**src/rtl/nor_seq_pkg.sv**
```systemverilog
package nor_seq_pkg;

    typedef enum logic [1:0] {
        OP_PROG    = 2'd0,
        OP_ERASE   = 2'd1,
        OP_BYP_ON  = 2'd2,
        OP_BYP_OFF = 2'd3
    } op_e;

    typedef enum logic [2:0] {
        SQ_PROG, SQ_PROG_BYP, SQ_ERASE, SQ_BYP_ON, SQ_BYP_OFF, SQ_RESET
    } seq_e;

    typedef enum logic [1:0] {AS_UA1, AS_UA2, AS_TGT, AS_ZERO} asel_e;

    typedef struct packed {
        asel_e      asel;
        logic       use_data;
        logic [7:0] code;
        logic       last;
    } step_t;

    function automatic step_t mk(asel_e a, logic d, logic [7:0] c, logic l);
        step_t s;
        s.asel = a; s.use_data = d; s.code = c; s.last = l;
        return s;
    endfunction

    // one entry of a command stream, selected by stream and position
    function automatic step_t seq_step(seq_e s, logic [2:0] i);
        step_t st;
        st = mk(AS_ZERO, 1'b0, 8'hF0, 1'b1);
        case (s)
            SQ_PROG: case (i)
                3'd0:    st = mk(AS_UA1, 1'b0, 8'hAA, 1'b0);
                3'd1:    st = mk(AS_UA2, 1'b0, 8'h55, 1'b0);
                3'd2:    st = mk(AS_UA1, 1'b0, 8'hA0, 1'b0);
                default: st = mk(AS_TGT, 1'b1, 8'h00, 1'b1);
            endcase
            SQ_PROG_BYP: case (i)
                3'd0:    st = mk(AS_ZERO, 1'b0, 8'hA0, 1'b0);
                default: st = mk(AS_TGT, 1'b1, 8'h00, 1'b1);
            endcase
            SQ_ERASE: case (i)
                3'd0:    st = mk(AS_UA1, 1'b0, 8'hAA, 1'b0);
                3'd1:    st = mk(AS_UA2, 1'b0, 8'h55, 1'b0);
                3'd2:    st = mk(AS_UA1, 1'b0, 8'h80, 1'b0);
                3'd3:    st = mk(AS_UA1, 1'b0, 8'hAA, 1'b0);
                3'd4:    st = mk(AS_UA2, 1'b0, 8'h55, 1'b0);
                default: st = mk(AS_TGT, 1'b0, 8'h30, 1'b1);
            endcase
            SQ_BYP_ON: case (i)
                3'd0:    st = mk(AS_UA1, 1'b0, 8'hAA, 1'b0);
                3'd1:    st = mk(AS_UA2, 1'b0, 8'h55, 1'b0);
                default: st = mk(AS_UA1, 1'b0, 8'h20, 1'b1);
            endcase
            SQ_BYP_OFF: case (i)
                3'd0:    st = mk(AS_ZERO, 1'b0, 8'h90, 1'b0);
                default: st = mk(AS_ZERO, 1'b0, 8'h00, 1'b1);
            endcase
            default: st = mk(AS_ZERO, 1'b0, 8'hF0, 1'b1);
        endcase
        return st;
    endfunction

    // unlock address by device width; second=1 picks the second address
    function automatic logic [12:0] unlock_addr(logic [1:0] dw, logic bm, logic second);
        logic [12:0] a;
        case (dw)
            2'd1:    a = second ? (bm ? 13'h0555 : 13'h0554) : 13'h0AAA;
            2'd2:    a = second ? 13'h0AAA : 13'h1555;
            default: a = second ? 13'h02AA : 13'h0555;
        endcase
        return a;
    endfunction

endpackage

```
**src/rtl/nor_bus_cycle.sv**
```systemverilog
module nor_bus_cycle #(
    parameter int ADDR_W = 24,
    parameter int DATA_W = 16,
    parameter int PW_W   = 4
) (
    input  logic              clk,
    input  logic              rst_n,
    input  logic              start,
    input  logic              rd,
    input  logic [ADDR_W-1:0] addr,
    input  logic [DATA_W-1:0] wdata,
    input  logic [PW_W-1:0]   wr_pulse,
    input  logic [PW_W-1:0]   rd_pulse,
    output logic              done,
    output logic [DATA_W-1:0] rdata,
    output logic [ADDR_W-1:0] fl_addr,
    output logic [DATA_W-1:0] fl_dq_out,
    output logic              fl_dq_oe,
    input  logic [DATA_W-1:0] fl_dq_in,
    output logic              fl_ce_n,
    output logic              fl_we_n,
    output logic              fl_oe_n
);
    typedef enum logic [1:0] {B_IDLE, B_SETUP, B_PULSE, B_HOLD} bstate_e;

    bstate_e           state, next;
    logic              rd_r;
    logic [ADDR_W-1:0] addr_r;
    logic [DATA_W-1:0] data_r;
    logic [PW_W-1:0]   cnt, width, lim;

    always_comb begin
        width = rd_r ? rd_pulse : wr_pulse;
        lim   = (width == '0) ? PW_W'(1) : width;
    end

    always_comb begin
        next = state;
        unique case (state)
            B_IDLE:  if (start) next = B_SETUP;
            B_SETUP: next = B_PULSE;
            B_PULSE: if (cnt == lim) next = B_HOLD;
            B_HOLD:  next = B_IDLE;
            default: next = B_IDLE;
        endcase
    end

    always_ff @(posedge clk or negedge rst_n) begin
        if (!rst_n) state <= B_IDLE;
        else        state <= next;
    end

    always_ff @(posedge clk or negedge rst_n) begin
        if (!rst_n) begin
            rd_r   <= 1'b0;
            addr_r <= '0;
            data_r <= '0;
            cnt    <= '0;
            rdata  <= '0;
        end else begin
            if (state == B_IDLE && start) begin
                rd_r   <= rd;
                addr_r <= addr;
                data_r <= wdata;
            end
            if (state == B_SETUP)      cnt <= PW_W'(1);
            else if (state == B_PULSE) cnt <= cnt + 1'b1;
            if (state == B_PULSE && cnt == lim && rd_r) rdata <= fl_dq_in;
        end
    end

    always_comb begin
        fl_addr   = addr_r;
        fl_dq_out = data_r;
        fl_dq_oe  = !rd_r && (state != B_IDLE);
        fl_ce_n   = !(state == B_PULSE);
        fl_we_n   = !(state == B_PULSE && !rd_r);
        fl_oe_n   = !(state == B_PULSE && rd_r);
        done      = (state == B_HOLD);
    end

    a_r6_strobe_excl: assert property (@(posedge clk) disable iff (!rst_n)
        !(!fl_we_n && !fl_oe_n));
    a_r6_addr_stable: assert property (@(posedge clk) disable iff (!rst_n)
        (!fl_ce_n && $past(!fl_ce_n)) |-> $stable(fl_addr));
    a_r6_hold_after: assert property (@(posedge clk) disable iff (!rst_n)
        $rose(fl_ce_n) |-> done);

endmodule

```
**src/rtl/nor_wait_timer.sv**
```systemverilog
module nor_wait_timer #(
    parameter int TICK_CLKS = 100,
    parameter int CNT_W     = 32
) (
    input  logic       clk,
    input  logic       rst_n,
    input  logic       start,
    input  logic [4:0] exp_sel,
    output logic       expired
);
    logic [CNT_W-1:0] cnt;
    logic [CNT_W-1:0] load;

    assign load    = CNT_W'(TICK_CLKS) << exp_sel;
    assign expired = (cnt == '0);

    always_ff @(posedge clk or negedge rst_n) begin
        if (!rst_n)          cnt <= '0;
        else if (start)      cnt <= load;
        else if (cnt != '0)  cnt <= cnt - 1'b1;
    end

    a_r7_no_early_expiry: assert property (@(posedge clk) disable iff (!rst_n)
        start |=> !expired);

endmodule

```
**src/rtl/nor_cmd_seq.sv**
```systemverilog
module nor_cmd_seq
    import nor_seq_pkg::*;
#(
    parameter int ADDR_W         = 24,
    parameter int DATA_W         = 16,
    parameter int TICK_CLKS      = 100,
    parameter int POLL_LIMIT     = 10000,
    parameter int ERASE_TO_SHIFT = 2
) (
    input  logic              clk,
    input  logic              rst_n,
    input  logic [1:0]        dev_width,
    input  logic              byte_mode,
    input  logic [3:0]        wr_pulse,
    input  logic [3:0]        rd_pulse,
    input  logic [3:0]        prog_exp,
    input  logic [3:0]        erase_exp,
    input  logic              req_valid,
    output logic              req_ready,
    input  logic [1:0]        req_op,
    input  logic [ADDR_W-1:0] req_addr,
    input  logic [DATA_W-1:0] req_data,
    output logic              op_done,
    output logic              op_error,
    output logic              bypass_on,
    output logic [ADDR_W-1:0] fl_addr,
    output logic [DATA_W-1:0] fl_dq_out,
    output logic              fl_dq_oe,
    input  logic [DATA_W-1:0] fl_dq_in,
    output logic              fl_ce_n,
    output logic              fl_we_n,
    output logic              fl_oe_n
);
    localparam int PC_W = $clog2(POLL_LIMIT + 1);

    typedef enum logic [3:0] {
        S_IDLE, S_ISSUE, S_ISSUE_WAIT, S_DELAY, S_POLL,
        S_POLL_WAIT, S_EVAL, S_DONE, S_FAIL
    } state_e;

    state_e            state, next;
    seq_e              seq_r;
    logic [2:0]        idx_r;
    logic [ADDR_W-1:0] addr_r;
    logic [DATA_W-1:0] data_r, prev_rd;
    logic [PC_W-1:0]   poll_cnt;
    logic              byp_r, fail_pend;
    step_t             step;
    logic [ADDR_W-1:0] cmd_addr, bus_addr;
    logic [DATA_W-1:0] cmd_data, bus_rdata;
    logic              bus_start, bus_rd, bus_done;
    logic              tmr_start, tmr_expired;
    logic [4:0]        tmr_exp;
    logic              is_prog, is_erase, settled, mismatch;

    assign step     = seq_step(seq_r, idx_r);
    assign is_prog  = (seq_r == SQ_PROG) || (seq_r == SQ_PROG_BYP);
    assign is_erase = (seq_r == SQ_ERASE);
    assign settled  = ((poll_cnt != '0) && (bus_rdata == prev_rd))
                      || (poll_cnt == PC_W'(POLL_LIMIT - 1));
    assign mismatch = (bus_rdata != data_r);

    always_comb begin
        unique case (step.asel)
            AS_UA1:  cmd_addr = ADDR_W'(unlock_addr(dev_width, byte_mode, 1'b0));
            AS_UA2:  cmd_addr = ADDR_W'(unlock_addr(dev_width, byte_mode, 1'b1));
            AS_TGT:  cmd_addr = addr_r;
            default: cmd_addr = '0;
        endcase
        cmd_data = step.use_data ? data_r : DATA_W'(step.code);
    end

    // next-state logic
    always_comb begin
        next = state;
        unique case (state)
            S_IDLE:       if (req_valid) next = S_ISSUE;
            S_ISSUE:      next = S_ISSUE_WAIT;
            S_ISSUE_WAIT: if (bus_done) begin
                if (!step.last) next = S_ISSUE;
                else begin
                    case (seq_r)
                        SQ_BYP_ON:  next = S_DONE;
                        SQ_BYP_OFF: next = fail_pend ? S_FAIL : S_DONE;
                        SQ_RESET:   next = byp_r ? S_ISSUE : S_FAIL;
                        default:    next = S_DELAY;
                    endcase
                end
            end
            S_DELAY:      if (tmr_expired) next = S_POLL;
            S_POLL:       next = S_POLL_WAIT;
            S_POLL_WAIT:  if (bus_done) next = S_EVAL;
            S_EVAL: begin
                if (is_erase)
                    next = bus_rdata[7] ? S_DONE : (tmr_expired ? S_FAIL : S_POLL);
                else if (settled)
                    next = mismatch ? S_ISSUE : S_DONE;
                else
                    next = S_POLL;
            end
            S_DONE:       next = S_IDLE;
            S_FAIL:       next = S_IDLE;
            default:      next = S_IDLE;
        endcase
    end

    always_ff @(posedge clk or negedge rst_n) begin
        if (!rst_n) state <= S_IDLE;
        else        state <= next;
    end

    // operation context
    always_ff @(posedge clk or negedge rst_n) begin
        if (!rst_n) begin
            seq_r     <= SQ_RESET;
            idx_r     <= '0;
            addr_r    <= '0;
            data_r    <= '0;
            prev_rd   <= '0;
            poll_cnt  <= '0;
            byp_r     <= 1'b0;
            fail_pend <= 1'b0;
        end else begin
            unique case (state)
                S_IDLE: if (req_valid) begin
                    addr_r    <= req_addr;
                    data_r    <= req_data;
                    idx_r     <= '0;
                    fail_pend <= 1'b0;
                    case (op_e'(req_op))
                        OP_PROG:   seq_r <= byp_r ? SQ_PROG_BYP : SQ_PROG;
                        OP_ERASE:  seq_r <= SQ_ERASE;
                        OP_BYP_ON: seq_r <= SQ_BYP_ON;
                        default:   seq_r <= SQ_BYP_OFF;
                    endcase
                end
                S_ISSUE_WAIT: if (bus_done) begin
                    if (!step.last) idx_r <= idx_r + 1'b1;
                    else begin
                        poll_cnt <= '0;
                        case (seq_r)
                            SQ_BYP_ON:  byp_r <= 1'b1;
                            SQ_BYP_OFF: byp_r <= 1'b0;
                            SQ_RESET: if (byp_r) begin
                                seq_r <= SQ_BYP_OFF;
                                idx_r <= '0;
                            end
                            default: ;
                        endcase
                    end
                end
                S_EVAL: if (is_prog) begin
                    if (settled) begin
                        if (mismatch) begin
                            seq_r     <= SQ_RESET;
                            idx_r     <= '0;
                            fail_pend <= 1'b1;
                        end
                    end else begin
                        prev_rd  <= bus_rdata;
                        poll_cnt <= poll_cnt + 1'b1;
                    end
                end
                default: ;
            endcase
        end
    end

    // outputs and sub-block controls
    always_comb begin
        req_ready = (state == S_IDLE);
        op_done   = (state == S_DONE);
        op_error  = (state == S_FAIL);
        bypass_on = byp_r;
        bus_start = (state == S_ISSUE) || (state == S_POLL);
        bus_rd    = (state == S_POLL);
        bus_addr  = bus_rd ? addr_r : cmd_addr;
        tmr_start = 1'b0;
        tmr_exp   = {1'b0, prog_exp};
        if (state == S_ISSUE_WAIT && bus_done && step.last && (is_prog || is_erase)) begin
            tmr_start = 1'b1;
            tmr_exp   = is_erase ? {1'b0, erase_exp} : {1'b0, prog_exp};
        end else if (state == S_DELAY && tmr_expired && is_erase) begin
            tmr_start = 1'b1;
            tmr_exp   = {1'b0, erase_exp} + 5'(ERASE_TO_SHIFT);
        end
    end

    nor_bus_cycle #(.ADDR_W(ADDR_W), .DATA_W(DATA_W), .PW_W(4)) u_bus (
        .clk(clk), .rst_n(rst_n), .start(bus_start), .rd(bus_rd),
        .addr(bus_addr), .wdata(cmd_data), .wr_pulse(wr_pulse), .rd_pulse(rd_pulse),
        .done(bus_done), .rdata(bus_rdata), .fl_addr(fl_addr), .fl_dq_out(fl_dq_out),
        .fl_dq_oe(fl_dq_oe), .fl_dq_in(fl_dq_in), .fl_ce_n(fl_ce_n),
        .fl_we_n(fl_we_n), .fl_oe_n(fl_oe_n)
    );

    nor_wait_timer #(.TICK_CLKS(TICK_CLKS), .CNT_W(32)) u_tmr (
        .clk(clk), .rst_n(rst_n), .start(tmr_start), .exp_sel(tmr_exp),
        .expired(tmr_expired)
    );

    a_r12_ready_drops: assert property (@(posedge clk) disable iff (!rst_n)
        (req_valid && req_ready) |=> !req_ready);
    a_r12_excl_pulse: assert property (@(posedge clk) disable iff (!rst_n)
        !(op_done && op_error));
    a_r12_single_pulse: assert property (@(posedge clk) disable iff (!rst_n)
        (op_done || op_error) |=> (!op_done && !op_error && req_ready));
    a_r8_poll_bound: assert property (@(posedge clk) disable iff (!rst_n)
        poll_cnt <= PC_W'(POLL_LIMIT));
    a_r3_bypass_set: assert property (@(posedge clk) disable iff (!rst_n)
        $rose(bypass_on) |-> op_done);
    a_r3_bypass_clear: assert property (@(posedge clk) disable iff (!rst_n)
        $fell(bypass_on) |-> (op_done || op_error));

endmodule

```
**config.mk**
```make
export PLATFORM = sky130hd
export DESIGN_NAME = nor_cmd_seq
export DESIGN_NICKNAME = d
export VERILOG_FILES = /design/src/rtl/nor_seq_pkg.sv /design/src/rtl/nor_bus_cycle.sv /design/src/rtl/nor_wait_timer.sv /design/src/rtl/nor_cmd_seq.sv
export SDC_FILE = /design/constraint.sdc
export NUM_CORES = 1
export LEC_CHECK = 0
export BUFFER_PORTS_ARGS = -buffer_cell sky130_fd_sc_hd__buf_2
export CAP_MARGIN = 20
export CORE_MARGIN = 2
export CORE_UTILIZATION = 40
export CTS_CLUSTER_SIZE = 28
export DETAILED_ROUTE_END_ITERATION = 8
export SETUP_SLACK_MARGIN = 0.5
export SYNTH_ARGS = -nofsm -noshare
export SYNTH_HDL_FRONTEND = slang
export SYNTH_HIERARCHICAL = 1
export SYNTH_SLANG_ARGS = --single-unit
```
**constraint.sdc**
```tcl
create_clock -name clk -period 3.8 [get_ports clk]
set_input_delay 0.76 -clock clk [delete_from_list [all_inputs] [get_ports clk]]
set_output_delay 0.76 -clock clk [all_outputs]
set_load 0.01 [all_outputs]
```
==> results of run 1 <==
## placed cells by master, fill, tap and decap left out, types with 5 or more instances in the layout
cell,n
dfrtp_1,173
buf_2,126
mux2_2,101
buf_4,54
nor2_1,53
nand2_1,50
xor2_1,38
a21oi_1,37
o21ai_0,29
inv_1,26
or3_1,20
nor4_1,19
nor3_1,19
clkbuf_16,17
nand3_1,16
and2_1,16
ha_1,16
and3_1,15
mux2_4,14
a21o_1,13
nand2b_1,12
xnor2_1,12
o21ai_1,11
o22ai_1,9
a22oi_2,9
mux2_1,8
o31ai_1,8
buf_6,8
nand2_2,7
or4_1,7
nand4_1,7
mux2i_1,7
or4_4,6
nor2b_1,6
a21oi_2,5
a31oi_1,5
## layout make-up
class	instances	area, µm²	share of cell area
inverter	32	130	0.0106
clock buffer	17	425	0.0346
clock inverter	14	145	0.0118
multi-input combinational	691	5570	0.454
timing repair buffer	190	1170	0.0950
tap	324	405	0.0330
antenna	1	2.50	0.000204
sequential	177	4430	0.361
## kinds of logic (layout without fill, tap and decap cells)
kind of cell	Yosys count	count (layout)	share of synthesized area
simple gates	298	298	0.169
compound gates	189	189	0.129
flops	177	177	0.443
mux	131	131	0.150
buf+inv	81	253	0.0362
xor+xnor	50	50	0.0438
fa+ha+maj	23	23	0.0288
other cells	0	1	0
## per-stage QoR
step | power, mW | hold slack (ps) | area, µm² | util | cells
2_1_floorplan | 5.79 | 464 | 10100 | - | 949
3_3_place_gp | 6.87 | 480 | 11200 | 0.457 | 1384
3_5_place_dp | 6.92 | 486 | 11200 | 0.457 | 1384
4_1_cts | 8.77 | 387 | 12000 | 0.490 | 1433
5_1_grt | 9.42 | 385 | 12300 | 0.502 | 1445
6_report | 8.81 | 341 | 12300 | 0.502 | 1446
## state kept, by name (all words and copies together), names as in the netlist
signal,flops
addr_r,24
prev_rd,16
u_bus/fl_addr,24
u_bus/fl_dq_out,16
u_tmr/cnt,32
bypass_on,1
seq_r,3
state,4
data_r,16
u_bus/state,2
u_bus/rdata,16
poll_cnt,14
fail_pend,1
u_bus/rd_r,1
u_bus/cnt,4
idx_r,3
## path summary, 6_finish.rpt
kind	end	slack (ps)	cells past startpoint
hold / removal	poll_cnt[9]$_DFFE_PN0P_	340	1
max in group asynchronous	u_bus/fl_dq_out[3]$_DFFE_PN0P_	2450	2
setup reg to reg	u_tmr/cnt[20]$_DFFE_PN0P_	260	14
hold reg to reg	addr_r[19]$_DFFE_PN0P_	500	1
min in group clk	addr_r[19]$_DFFE_PN0P_	500	1
setup / recovery	u_tmr/cnt[20]$_DFFE_PN0P_	260	14
## per-layer routing
layer | global-route usage | up-vias | wire length [µm]
met5 | 0 | - | 13
met4 | 0.0575 | 2 | 488
met3 | 0.0674 | 33 | 2030
met2 | 0.305 | 239 | 11600
met1 | 0.272 | 3946 | 12000
li1 | - | 3783 | -
## power breakdown
| group | internal, mW | switching [mW] | total (mW) |
|---|---|---|---|
| combinational | 1.87 | 2.01 | 3.87 |
| clock | 0.873 | 0.867 | 1.74 |
| sequential | 2.57 | 0.629 | 3.20 |
## repair_timing
action | in CTS | in global routing
gates resized for setup | 24 | 48
endpoints found under the setup margin | 30 | 30
pin swaps | 11 | 14
setup buffers | 18 | 12
==> out/summary.txt, run 1 <==
Status = finished, final reports clean
Avg WL per Cell = 18.1 µm
Reg clk slew, reported paths = 80 ps
DRT iter0 DRCs = 467
Via count = 8003
Critical Path Fanout Max = 5
Clock net sink count = 177
Total Die Area = 26300 µm²
Root Driver = clkbuf_16
Power Density = 718 nW/µm²
YS warnings = 6
Tmin final = 3540 ps
Peak supply drop = 0.351 mV
Count leader, synth = dfrtp_1
DRC = 0
Vias/cell = 5.53
Fin. Hold Viols = 0
CTS Hold Bufs = 0
Core area = 24500 µm²
RD Place Congestion = 0.886
Fillcell total = 2253
Die width = 162 µm
Slew Limit Fails = 0
Synth Register Bits = 177
Number of synthesized flops with an enable pin = 0
Final period util = 0.932
Total routed wirelength = 26.2 mm
Max cap viols = 0
Setup crit end kind = flop
Starting Density = 0.409
Leak Pwr = 5.73 nW
Arr. time, crit path = 3840 ps
GRT Total Usage = 0.200
Post-synth top area share = 0.438
RSZ-0062 raised after global routing = true
CTS tree = built
Vias in the first global route = 7841
Critical path's largest stage delay = 560 ps
DRT Pass-1 Iters = 5
Initial antenna violation count = 1
CP cell instances = or4_4 > nor4_4 > nand3_2 > clkinv_4 > nand2_4 > or4_4 > o31ai_4 > nand2_1 > mux2_4 > inv_4 > buf_4 > ha_2 > a221oi_1 > a31oi_1
Least-Margin Pin Slew = 924 ps
Fin worst setup slack = 258 ps
First-pass GRT wire length = 41.9 mm
Cell mode on critical path = or4_4
PortBufs = 127
DIE HEIGHT = 162 µm
CP Launch Point = u_tmr/cnt[27]$_DFFE_PN0P_
Layout overhead on the synthesized area = 22.8%
Clk_skew = 17.0 ps
Dominant synthesized flop cell = dfrtp_1
Net count, final = 1212
Min-delay worst type = in -> async
TNS Setup = 0 ps
Share of layout cells above drive strength 1 = 0.388
Post-synthesis instance area = 10000 µm²
Critical R2R Launch = u_tmr/cnt[27]$_DFFE_PN0P_
Post-route ant nets = 0
Final setup fails = 0
Worst skew pair latency = 430 ps
Worst slack at placement = 92.3 ps
Commonest cells post-synth = dfrtp_1, mux2_2, nand2_1
CTS max path bufs = 2
Critical path buffer and inverter count = 3
Fmax achieved = 282 MHz
Num CTS Buffers = 17
Syn Area/Cell = 10.5 µm²
Yosys cell types = 89
Worst Path Class, Setup = reg -> reg
Largest net degree at the start of global routing = 76
I/O pins = 128
CTS H-Tree Depth = 4
Critical path's slowest cell = or4_4
Slew headroom = 0.376
Syn_nets = 1052
Worst setup SP type = flop
Hpwl dp = 18.1 mm
Req. time, crit path = 4100 ps
Gr ovfl total = 0
CP top delay family = simple AND/OR/NAND/NOR gates
Synth area leaders = dfrtp_1, mux2_2, xor2_1
Syn Inst Count = 949
Ys async rst share = 1.00
Seq/Total Area, Yosys = 0.443
Synth area leader = dfrtp_1
# rows = 57
Power figures use the tool's default switching activity.
==> inputs of run 2 (changes only) <==
--- a/config.mk
+++ b/config.mk
@@ -5,6 +5,7 @@
 export SDC_FILE = /design/constraint.sdc
 export NUM_CORES = 1
 export LEC_CHECK = 0
+export ABC_AREA = 1
 export BUFFER_PORTS_ARGS = -buffer_cell sky130_fd_sc_hd__buf_2
 export CAP_MARGIN = 20
 export CORE_MARGIN = 2
@@ -12,6 +13,7 @@
 export CTS_CLUSTER_SIZE = 28
 export DETAILED_ROUTE_END_ITERATION = 8
 export SETUP_SLACK_MARGIN = 0.5
+export SKIP_CTS_REPAIR_TIMING = 1
 export SYNTH_ARGS = -nofsm -noshare
 export SYNTH_HDL_FRONTEND = slang
 export SYNTH_HIERARCHICAL = 1
==> run 2 against run 1 <==
Worst hold slack improved by 37 ps; synthesized cell count rose by 53%; maximum frequency rose by 12%; core utilization fell by 3.1 points.
==> out/summary.txt, run 2 <==
Commonest non-fill, non-tap cell in the layout = nand2_1
Slew headroom = 0.447 (+0.0707)
Fin worst setup slack = 647 ps (+389 ps)
Worst slack at placement = 100 ps (+7.85 ps)
Gr ovfl total = 0 (unchanged)
Gr busiest metal = met2
Most frequent cells in the layout = nand2_1, dfrtp_1, inv_1
R2r setup slk = 650 ps (+390 ps)
CP top delay family = compound AO/OA/AOI/OAI gates
Post-Layout Cell Count = 1941 (+34%)
Die width = 169 µm (+4.3%)
Commonest cells post-synth = nand2_1, dfrtp_1, inv_1
Critical path buffer and inverter count = 5 (+2)
Critical path's slowest cell = dfrtp_2
Worst setup SP type = flop
Vias in the first global route = 9468 (+21%)
Post-route ant nets = 0 (unchanged)
Dominant synthesized flop cell = dfrtp_1
Req. time, crit path = 4120 ps (+20 ps)
Number of synthesized flops with an enable pin = 0 (unchanged)
Syn Area/Cell = 7.51 µm² (-29%)
Clock net sink count = 177 (unchanged)
Arr. time, crit path = 3470 ps (-370 ps)
Worst skew pair latency = 440 ps (about the same)
Net count, final = 1689 (+39%)
R2R depth = 18 (+4)
Share of layout cells above drive strength 1 = 0.219 (-0.169)
Critical R2R Launch = idx_r[0]$_DFFE_PN0P_
Num CTS Buffers = 17 (unchanged)
M2 GR Usage = 0.332 (+0.0275)
Slew Limit Fails = 0 (unchanged)
Layout overhead on the synthesized area = 16.1%
M3 GR Usage = 0.0503 (-0.0171)
YS warnings = 6 (unchanged)
Max cap viols = 0 (unchanged)
Post-synthesis instance area = 10900 µm² (+9.0%)
Min-delay worst type = in -> async
CTS max path bufs = 2 (unchanged)
Post-Route Utilization = 0.471 (-0.0310)
Critical Path Fanout Max = 10 (+5)
Yosys cell types = 52 (-42%)
DIE HEIGHT = 169 µm (+4.3%)
R2r endpoint = u_tmr/cnt[28]$_DFFE_PN0P_
Leak Pwr = 6.28 nW (+9.6%)
Synth Register Bits = 177 (unchanged)
First-pass GRT wire length = 47.4 mm (+13%)
Total Die Area = 28600 µm² (+8.8%)
CP cell instances = inv_1 > ha_1 > o21ai_2 > nand3_2 > nand2_4 > nor2_4 > nand3_2 > nand2_2 > nor2_4 > o21ai_4 > buf_4 > o21ai_4 > clkinv_1 > buf_4 > a31oi_1 > inv_1 > nand2_1 > a21oi_2
Status = finished, final reports clean
Synth area leader = dfrtp_1
RSZ-0062 raised after global routing = false
Storage element area = 4430 µm² (about the same)
Final period util = 0.830 (-0.102)
DRT Pass-1 Iters = 5 (unchanged)
Power Density = 312 nW/µm² (-57%)
Hpwl dp = 21.0 mm (+16%)
Area of the multi-input gates = 5640 µm² (+1.3%)
Clk pwr share = 0.457 (+0.260)
I/O pins = 128 (unchanged)
Net switching power = 1.02 mW (-71%)
Largest net degree at the start of global routing = 96 (+26%)
Syn Inst Count = 1451 (+53%)
Via count = 9717 (+21%)
DRC = 0 (unchanged)
Reg with most FFs = u_tmr/cnt
Starting Density = 0.406 (-0.00305)
RD Place Congestion = 0.934 (+5.3%)
Total routed wirelength = 28.5 mm (+8.8%)
CTS H-Tree Depth = 4 (unchanged)
Least-Margin Pin Slew = 830 ps (-94.0 ps)
Reg power frac = 0.489 (+0.126)
PortBufs = 127 (unchanged)
Post-Place Cells = 1895 (+37%)
Syn_nets = 1554 (+48%)
Seq/Total Area, Yosys = 0.406 (-0.0368)
Fmax achieved = 317 MHz (+12%)
# rows = 60 (+5.3%)
Max FFs per register = 32 (unchanged)
Reg clk slew, reported paths = 90 ps (about the same)
Switching share of power = 0.258 (-0.140)
Count leader, synth = nand2_1
Critical path's largest stage delay = 420 ps (-140 ps)
Met1 Resource Use GR = 0.277 (+0.00460)
Int Power = 2.93 mW (-45%)
Synth area leaders = dfrtp_1, nand2_1, inv_1
Tmin final = 3150 ps (-389 ps)
Avg WL per Cell = 14.7 µm (-19%)
Root Driver = clkbuf_16
Fillcell total = 2681 (+19%)
Fin. Hold Viols = 0 (unchanged)
DRT iter0 DRCs = 566 (+21%)
Clk_skew = 19.5 ps (+2.48 ps)
Peak supply drop = 0.241 mV (-31%)
Comb power frac = 0.054 (-0.386)
Setup crit end kind = flop
TNS Setup = 0 ps (unchanged)
Core area = 26900 µm² (+9.9%)
CTS tree = built
Post-synth top area share = 0.402 (-0.0363)
Initial antenna violation count = 2 (+1)
PnR Total Power = 3.95 mW (-55%)
CP Launch Point = idx_r[0]$_DFFE_PN0P_
Final setup fails = 0 (unchanged)
GRT Total Usage = 0.206 (+0.00635)
Vias/cell = 5.01 (-9.5%)
Worst Path Class, Setup = reg -> reg
Ys async rst share = 1.00 (unchanged)
==> run 2: power groups by stage <==
| stage | registers, mW | clock network [mW] | logic, mW |
|---|---|---|---|
| after floorplan | 1.96 | 0 | 0.0914 |
| after global placement | 1.97 | 0 | 0.206 |
| after detailed placement | 1.97 | 0 | 0.208 |
| after CTS | 1.93 | 1.87 | 0.209 |
| after global routing | 1.93 | 1.93 | 0.247 |
| final | 1.93 | 1.80 | 0.215 |
==> run 2: per-layer routing <==
| layer | wire (µm) | part of all wire |
|---|---|---|
| met1 | 13500 | 0.47 |
| met2 | 12800 | 0.45 |
| met3 | 1720 | 0.060 |
| met4 | 526 | 0.018 |
| met5 | 12 | 0.00042 |
==> run 2: through the flow <==
step | cell area [µm²] | hold slack, ps
after floorplan | 10900 | 442
after global placement | 11900 | 460
after detailed placement | 11900 | 470
after CTS | 12400 | 448
after global routing | 12700 | 484
final | 12700 | 377
==> run 2: cell type report <==
type / instances / share of cell area
Multi-Input combinational cell: 1054 / 0.446
Sequential cell: 177 / 0.350
Timing Repair Buffer: 155 / 0.0685
Inverter: 181 / 0.0547
Tap cell: 341 / 0.0337
Clock buffer: 17 / 0.0336
Clock inverter: 15 / 0.0134
Antenna cell: 1 / 0.000198
==> run 2: how the worst max path moves through the flow <==
stage                                            to  cells after the start
after floorplan           u_tmr/cnt[21]$_DFFE_PN0P_                     20
after global placement     u_tmr/cnt[6]$_DFFE_PN0P_                     21
after detailed placement   u_tmr/cnt[6]$_DFFE_PN0P_                     21
after CTS                 u_tmr/cnt[21]$_DFFE_PN0P_                     20
after global routing      u_tmr/cnt[27]$_DFFE_PN0P_                     20
final                     u_tmr/cnt[28]$_DFFE_PN0P_                     18
==> run 2: cells by family (layout without fill, tap and decap cells) <==
family          after synthesis  in the layout  share of synthesized area
simple gates                775            775                      0.317
buf+inv                     220            368                     0.0872
compound gates              188            188                     0.0988
flops                       177            177                      0.406
mux                          40             40                     0.0413
xor+xnor                     28             28                     0.0225
fa+ha+maj                    23             23                     0.0264
other cells                   0              1                          0
==> run 2: worst reg2reg max path: stages, from the launching register on <==
cell and delay (ps):
dfrtp_2 420, inv_1 100, ha_1 240, o21ai_2 180
nand3_2 120, nand2_4 150, nor2_4 70, nand3_2 120
nand2_2 80, nor2_4 150, o21ai_4 150, buf_4 200
o21ai_4 180, clkinv_1 110, buf_4 180, a31oi_1 340
inv_1 100, nand2_1 90, a21oi_2 60
